<file path="src/rtl/tl_hex_reducer_pkg.sv">
package tl_hex_reducer_pkg;

  // alpha coordinate of small-hexagon centre k at radius r
  function automatic int centre_alpha(input int k, input int r);
    case (k)
      0:       return r;
      1, 5:    return r / 2;
      2, 4:    return -(r / 2);
      default: return -r;
    endcase
  endfunction

  // beta coordinate of centre k; sqrt(3)/2 taken as sq3 / 2^(frac+1)
  function automatic int centre_beta(input int k, input int r, input int sq3, input int frac);
    int h;
    h = (r * sq3) >>> (frac + 1);
    case (k)
      1, 2:    return h;
      4, 5:    return -h;
      default: return 0;
    endcase
  endfunction

  // per-phase level offset, bit0 = phase a
  function automatic logic [2:0] level_offset(input int k);
    case (k)
      0:       return 3'b001;
      1:       return 3'b011;
      2:       return 3'b010;
      3:       return 3'b110;
      4:       return 3'b100;
      default: return 3'b101;
    endcase
  endfunction

endpackage

</file>
<file path="src/rtl/tl_sector_pick.sv">
module tl_sector_pick #(
  parameter int W    = 16,
  parameter int FRAC = 9,
  parameter int SQ3  = 887
) (
  input  logic signed [W-1:0] alpha,
  input  logic signed [W-1:0] beta,
  output logic [5:0]          region,
  output logic [2:0]          idx
);
  localparam int PW = W + FRAC + 4;

  logic signed [PW-1:0] ax, bx, a_sc, b_sc, p_diff, q_sum;
  logic a_neg, a_zero, p_neg, p_zero, q_neg;

  assign ax     = PW'(alpha);
  assign bx     = PW'(beta);
  assign a_sc   = ax <<< FRAC;
  assign b_sc   = bx * PW'(SQ3);
  assign p_diff = a_sc - b_sc;   // sign splits hexagons 0/1 and 3/4
  assign q_sum  = a_sc + b_sc;   // sign splits hexagons 2/3 and 5/0
  assign a_neg  = alpha[W-1];
  assign a_zero = (alpha == '0);
  assign p_neg  = p_diff[PW-1];
  assign p_zero = (p_diff == '0);
  assign q_neg  = q_sum[PW-1];

  // ties resolved toward the lower hexagon number
  assign region[0] = !p_neg && !q_neg;
  assign region[1] = p_neg && !a_neg;
  assign region[2] = a_neg && !q_neg;
  assign region[3] = q_neg && (p_neg || p_zero);
  assign region[4] = !p_neg && !p_zero && (a_neg || a_zero);
  assign region[5] = !a_neg && !a_zero && q_neg;

  always_comb begin
    idx = '0;
    for (int k = 0; k < 6; k++) begin
      if (region[k]) idx = 3'(k);
    end
  end
endmodule

</file>
<file path="src/rtl/tl_centre_table.sv">
module tl_centre_table #(
  parameter int W    = 16,
  parameter int RAD  = 8192,
  parameter int FRAC = 9,
  parameter int SQ3  = 887
) (
  input  logic [2:0]        idx,
  output logic signed [W:0] cen_a,
  output logic signed [W:0] cen_b,
  output logic [2:0]        off
);
  localparam int NHEX = 6;

  logic signed [W:0] tab_a [NHEX];
  logic signed [W:0] tab_b [NHEX];
  logic [2:0]        tab_o [NHEX];

  for (genvar k = 0; k < NHEX; k++) begin : g_entry
    assign tab_a[k] = (W+1)'(tl_hex_reducer_pkg::centre_alpha(k, RAD));
    assign tab_b[k] = (W+1)'(tl_hex_reducer_pkg::centre_beta(k, RAD, SQ3, FRAC));
    assign tab_o[k] = tl_hex_reducer_pkg::level_offset(k);
  end

  always_comb begin
    cen_a = '0;
    cen_b = '0;
    off   = '0;
    for (int k = 0; k < NHEX; k++) begin
      if (idx == 3'(k)) begin
        cen_a = tab_a[k];
        cen_b = tab_b[k];
        off   = tab_o[k];
      end
    end
  end
endmodule

</file>
<file path="src/rtl/tl_result_reg.sv">
module tl_result_reg #(
  parameter int W = 16
) (
  input  logic              clk,
  input  logic              rst_n,
  input  logic              load,
  input  logic [2:0]        d_idx,
  input  logic signed [W:0] d_sa,
  input  logic signed [W:0] d_sb,
  input  logic [2:0]        d_off,
  output logic              q_valid,
  output logic [2:0]        q_idx,
  output logic signed [W:0] q_sa,
  output logic signed [W:0] q_sb,
  output logic [2:0]        q_off
);
  always_ff @(posedge clk or negedge rst_n) begin
    if (!rst_n) begin
      q_valid <= 1'b0;
      q_idx   <= '0;
      q_sa    <= '0;
      q_sb    <= '0;
      q_off   <= '0;
    end else begin
      q_valid <= load;
      if (load) begin
        q_idx <= d_idx;
        q_sa  <= d_sa;
        q_sb  <= d_sb;
        q_off <= d_off;
      end
    end
  end
endmodule

</file>
<file path="src/rtl/tl_hex_reducer.sv">
module tl_hex_reducer #(
  parameter int W    = 16,
  parameter int RAD  = 8192,
  parameter int FRAC = 9,
  parameter int SQ3  = 887
) (
  input  logic              clk,
  input  logic              rst_n,
  input  logic              in_valid,
  input  logic signed [W-1:0] ref_alpha,
  input  logic signed [W-1:0] ref_beta,
  output logic              out_valid,
  output logic [2:0]        hex_idx,
  output logic signed [W:0] sh_alpha,
  output logic signed [W:0] sh_beta,
  output logic [2:0]        phase_off
);
  logic [5:0]        region_hot;
  logic [2:0]        sel_idx;
  logic signed [W:0] cen_a, cen_b, diff_a, diff_b;
  logic [2:0]        sel_off;

  tl_sector_pick #(.W(W), .FRAC(FRAC), .SQ3(SQ3)) u_pick (
    .alpha (ref_alpha),
    .beta  (ref_beta),
    .region(region_hot),
    .idx   (sel_idx)
  );

  tl_centre_table #(.W(W), .RAD(RAD), .FRAC(FRAC), .SQ3(SQ3)) u_table (
    .idx  (sel_idx),
    .cen_a(cen_a),
    .cen_b(cen_b),
    .off  (sel_off)
  );

  assign diff_a = {ref_alpha[W-1], ref_alpha} - cen_a;
  assign diff_b = {ref_beta[W-1],  ref_beta}  - cen_b;

  tl_result_reg #(.W(W)) u_reg (
    .clk    (clk),
    .rst_n  (rst_n),
    .load   (in_valid),
    .d_idx  (sel_idx),
    .d_sa   (diff_a),
    .d_sb   (diff_b),
    .d_off  (sel_off),
    .q_valid(out_valid),
    .q_idx  (hex_idx),
    .q_sa   (sh_alpha),
    .q_sb   (sh_beta),
    .q_off  (phase_off)
  );
endmodule

</file>
<file path="config.mk">
export PLATFORM = sky130hd
export DESIGN_NAME = tl_hex_reducer
export DESIGN_NICKNAME = d
export VERILOG_FILES = /design/src/rtl/tl_hex_reducer_pkg.sv /design/src/rtl/tl_sector_pick.sv /design/src/rtl/tl_centre_table.sv /design/src/rtl/tl_result_reg.sv /design/src/rtl/tl_hex_reducer.sv
export SDC_FILE = /design/constraint.sdc
export NUM_CORES = 1
export LEC_CHECK = 0
export BUFFER_PORTS_ARGS = -buffer_cell sky130_fd_sc_hd__buf_2
export CAP_MARGIN = 10
export CORE_UTILIZATION = 61
export CTS_CLUSTER_DIAMETER = 40
export CTS_CLUSTER_SIZE = 14
export DETAILED_ROUTE_END_ITERATION = 8
export GPL_TIMING_DRIVEN = 0
export PLACE_DENSITY = 0.81
export SLEW_MARGIN = 20
export SYNTH_ARGS = -nofsm -noshare
export SYNTH_HDL_FRONTEND = slang
export SYNTH_SLANG_ARGS = --single-unit
export TNS_END_PERCENT = 5
</file>
<file path="constraint.sdc">
create_clock -name clk -period 2 [get_ports clk]
set_clock_uncertainty 0.15 [all_clocks]
set_input_delay 0.3 -clock clk [delete_from_list [all_inputs] [get_ports clk]]
set_output_delay 0.3 -clock clk [all_outputs]
set_load 0.01 [all_outputs]
</file>
==> metrics.txt <==
# TYPE chip_impl_metric gauge
chip_impl_metric{name="flow.area_growth_from_synthesis",unit="%"} 29.9
chip_impl_metric{name="number_of_flops_mapped_to_enable_cells_by_yosys",unit=""} 0
chip_impl_metric{name="yosysSeqAreaShare",unit="%"} 11.4
chip_impl_metric{name="synth-warning-count",unit=""} 0
chip_impl_metric{name="via_count",unit=""} 8764
chip_impl_info{name="failing_checks",value="negative setup slack"} 1
chip_impl_metric{name="dpl_cell_area",unit="um2"} 9880
chip_impl_metric{name="worst_hold_slack",unit="ns"} 0.149
chip_impl_metric{name="pre_cts_slack",unit="ns"} -8.42
chip_impl_metric{name="ios",unit=""} 76
chip_impl_info{name="crit-reg2reg-capture",value="u_reg.q_idx[0]"} 1
chip_impl_metric{name="synthesis.area",unit="um2"} 8990
chip_impl_info{name="cp_common_cell",value="buf_4"} 1
chip_impl_metric{name="report.final.hold_viol_count",unit=""} 0
chip_impl_info{name="mostFrequentLayoutCells",value="inv_1, ha_1, fa_1"} 1
chip_impl_metric{name="detail_route.wl_per_cell",unit="um"} 23.2
chip_impl_metric{name="max_clock_freq",unit="GHz"} 0.103
chip_impl_metric{name="post-route-min-period",unit="ns"} 9.72
chip_impl_metric{name="detailedRoute.firstPassIterationCount",unit=""} 7
chip_impl_metric{name="clk-insertion-delay-late",unit="ns"} 0.30
chip_impl_metric{name="drt_wl_total",unit="um"} 31200
chip_impl_metric{name="drtAntennaViolNets",unit=""} 0
chip_impl_info{name="holdCritPathClass",value="in2reg"} 1
chip_impl_metric{name="floorplan.initialDensity",unit="%"} 63.5
chip_impl_info{name="tritoncts",value="yes"} 1
chip_impl_info{name="ctsRootBufferMaster",value="clkbuf_16"} 1
chip_impl_metric{name="gr-usage-all-layers",unit="%"} 37.5
chip_impl_metric{name="layout_setup_ws",unit="ns"} -7.72
chip_impl_metric{name="grt_max_degree",unit=""} 42
chip_impl_metric{name="setup_viol",unit=""} 25
chip_impl_metric{name="avg_vias_per_cell",unit=""} 6.53
chip_impl_metric{name="avgSynthCellArea",unit="um2"} 8.94
chip_impl_metric{name="filler_cell_count",unit=""} 744
chip_impl_metric{name="slew_headroom",unit="%"} 49.9
chip_impl_metric{name="postSynthNetCount",unit=""} 1275
chip_impl_metric{name="setup_total_negative_slack",unit="ns"} -158.68
chip_impl_metric{name="crit_path_max_cell_delay",unit="ns"} 0.60
chip_impl_info{name="worst_path_max_delay_cell",value="fa_1"} 1
chip_impl_metric{name="crit_fanout",unit=""} 6
chip_impl_metric{name="globalRouteOverflowTotal",unit=""} 0
chip_impl_info{name="worstSetupStartpointType",value="input pin"} 1
chip_impl_metric{name="die_x",unit="um"} 123
chip_impl_metric{name="worst-slew-pin-transition",unit="ns"} 0.744
chip_impl_metric{name="final-max-slew-violation-count",unit=""} 0
chip_impl_metric{name="drv.max_cap_violation_count",unit=""} 0
chip_impl_metric{name="min_period_over_period",unit="%"} 486
chip_impl_metric{name="htree_levels",unit=""} 2
chip_impl_metric{name="grt_pass1_wl",unit="um"} 43400
chip_impl_info{name="crit_path_start",value="ref_beta[10]"} 1
chip_impl_info{name="unrepaired_setup_endpoints_after_global_routing",value="true"} 1
chip_impl_metric{name="yosys_register_bits",unit=""} 41
chip_impl_metric{name="placeableCoreArea",unit="um2"} 14100
chip_impl_metric{name="finalInstanceArea",unit="um2"} 11700
chip_impl_metric{name="place.port_buffers",unit=""} 75
chip_impl_metric{name="detail_route.drc_violations",unit=""} 0
chip_impl_metric{name="grt_antenna_before_repair",unit=""} 0
chip_impl_metric{name="fin_nets",unit=""} 1432
chip_impl_info{name="cp-endpoint",value="u_reg.q_sb[15]"} 1
chip_impl_info{name="yosys_most_used_dff",value="dfrtp_1"} 1
chip_impl_info{name="layout.cells.most_common",value="inv_1"} 1
chip_impl_metric{name="die_y",unit="um"} 123
chip_impl_metric{name="cts_made_buffers",unit=""} 5
chip_impl_metric{name="fp.dieArea",unit="um2"} 15200
chip_impl_metric{name="worstRegToRegCells",unit=""} 2
chip_impl_metric{name="synthArstFlopShare",unit="%"} 100
chip_impl_metric{name="clk_path_buf_depth",unit=""} 2
chip_impl_metric{name="hpwlAfterDp",unit="um"} 19300
chip_impl_metric{name="gpl.final_weighted_congestion",unit=""} 0.963
chip_impl_metric{name="antenna_cells_inserted",unit=""} 0
chip_impl_info{name="critPathCaptureType",value="register"} 1
chip_impl_metric{name="critical_path_required",unit="ns"} 2.04
chip_impl_info{name="beginning_of_the_worst_register_to_register_path",value="u_reg.q_idx[0]"} 1
chip_impl_metric{name="yosys.cell_types.count",unit=""} 92
chip_impl_metric{name="drive_gt1_share",unit="%"} 33.4
chip_impl_metric{name="synthesis.instances",unit=""} 1005
chip_impl_info{name="worstSetupPathType",value="in2reg"} 1
chip_impl_metric{name="rows",unit=""} 43
chip_impl_metric{name="initialDrtViolationCount",unit=""} 953
chip_impl_metric{name="reg2reg_setup_slack",unit="ns"} 1.01
chip_impl_metric{name="via_count_of_the_first_global_routing_pass",unit=""} 8588
chip_impl_metric{name="clk_pin_slew_worst_paths",unit="ns"} 0.08
chip_impl_info{name="status",value="finished with violations"} 1
chip_impl_metric{name="clkSinkCount",unit=""} 41
chip_impl_metric{name="timing.critical_path.arrival",unit="ns"} 9.76
[registers in the layout (all words and copies together), names as in the netlist]
signal / count
u_reg.q_sa: 17
u_reg.q_sb: 17
u_reg.q_idx: 3
u_reg.q_off: 3
u_reg.q_valid: 1
[cell type report]
cell class                 instances  area [um2]  share of cell area [%]
multi-input combinational        744        8190                    70.2
timing repair buffer             152        1150                    9.85
sequential                        41        1030                    8.79
inverter                         200         759                    6.51
tap                              180         225                    1.93
buffer                            18         168                    1.44
clock buffer                       5         125                    1.07
clock inverter                     3        25.0                   0.214
[worst max-delay path: cells and delay by family]
| kind | cells | cell delay (ns) |
|---|---|---|
| simple gates | 6 | 0.62 |
| mux | 1 | 0.29 |
| buf+inv | 19 | 2.21 |
| compound gates | 13 | 2.43 |
| xor+xnor | 2 | 0.32 |
| fa+ha+maj | 9 | 3.60 |
[per-layer routing]
| layer | vias up | wire, um | global-route usage, % |
|---|---|---|---|
| met4 | 0 | 2310 | 16.6 |
| met3 | 228 | 2820 | 6.27 |
| met5 | - | 0 | 0 |
| li1 | 3702 | - | - |
| met1 | 4227 | 11000 | 45.4 |
| met2 | 607 | 15000 | 65.4 |
[cell families after synthesis]
family,synth area share (%)
compound gates,15.8
simple gates,13.6
mux,4.23
xor+xnor,4.97
fa+ha+maj,39.8
flops,11.4
buf+inv,10.2
[timing repair]
item | 4_1_cts | 5_1_grt
setup endpoints to repair | 25 | 25
setup buffers | 62 | 12
hold buffers | 1 | 1
pin swaps | 95 | 52
resized for setup | 154 | 50
endpoints found under the hold margin | 1 | 9
[synth_stat cells, drive strengths merged (10+ instances only)]
cell type | count | area [um2]
a21o | 21 | 159
a21oi | 38 | 198
clkbuf | 11 | 83.8
dfrtp | 41 | 1030
fa | 85 | 1700
ha | 150 | 1880
inv | 200 | 751
mux2 | 29 | 330
nand2 | 38 | 145
nand2b | 10 | 62.6
nand4 | 12 | 87.6
nor2 | 70 | 268
nor2b | 18 | 115
nor3 | 22 | 131
nor4 | 16 | 136
o21a | 11 | 82.6
o21ai | 51 | 255
xnor2 | 30 | 263
xor2 | 21 | 184
[how the worst min path moves through the flow]
stage / slack, ns / to / from / depth (start not counted)
2_1_floorplan: -0.15 / u_reg.q_idx[0] / rst_n / 0
3_3_place_gp: 0.28 / u_reg.q_valid / in_valid / 1
3_5_place_dp: 0.29 / u_reg.q_valid / in_valid / 1
4_1_cts: 0.04 / u_reg.q_sa[6] / rst_n / 1
5_1_grt: 0.15 / u_reg.q_sa[11] / ref_alpha[11] / 2
6_report: 0.15 / u_reg.q_sa[11] / ref_alpha[11] / 2
[through the flow]
step	cells	util [%]
floorplan	1005	-
global route	1343	82.5
finish	1343	82.5
CTS	1329	79.7
detailed placement	1260	69.8
global placement	1260	69.8
Power is left out: the tool's default activity adds up to more than one toggle a clock period on the data nets, which glitch-free logic cannot reach.
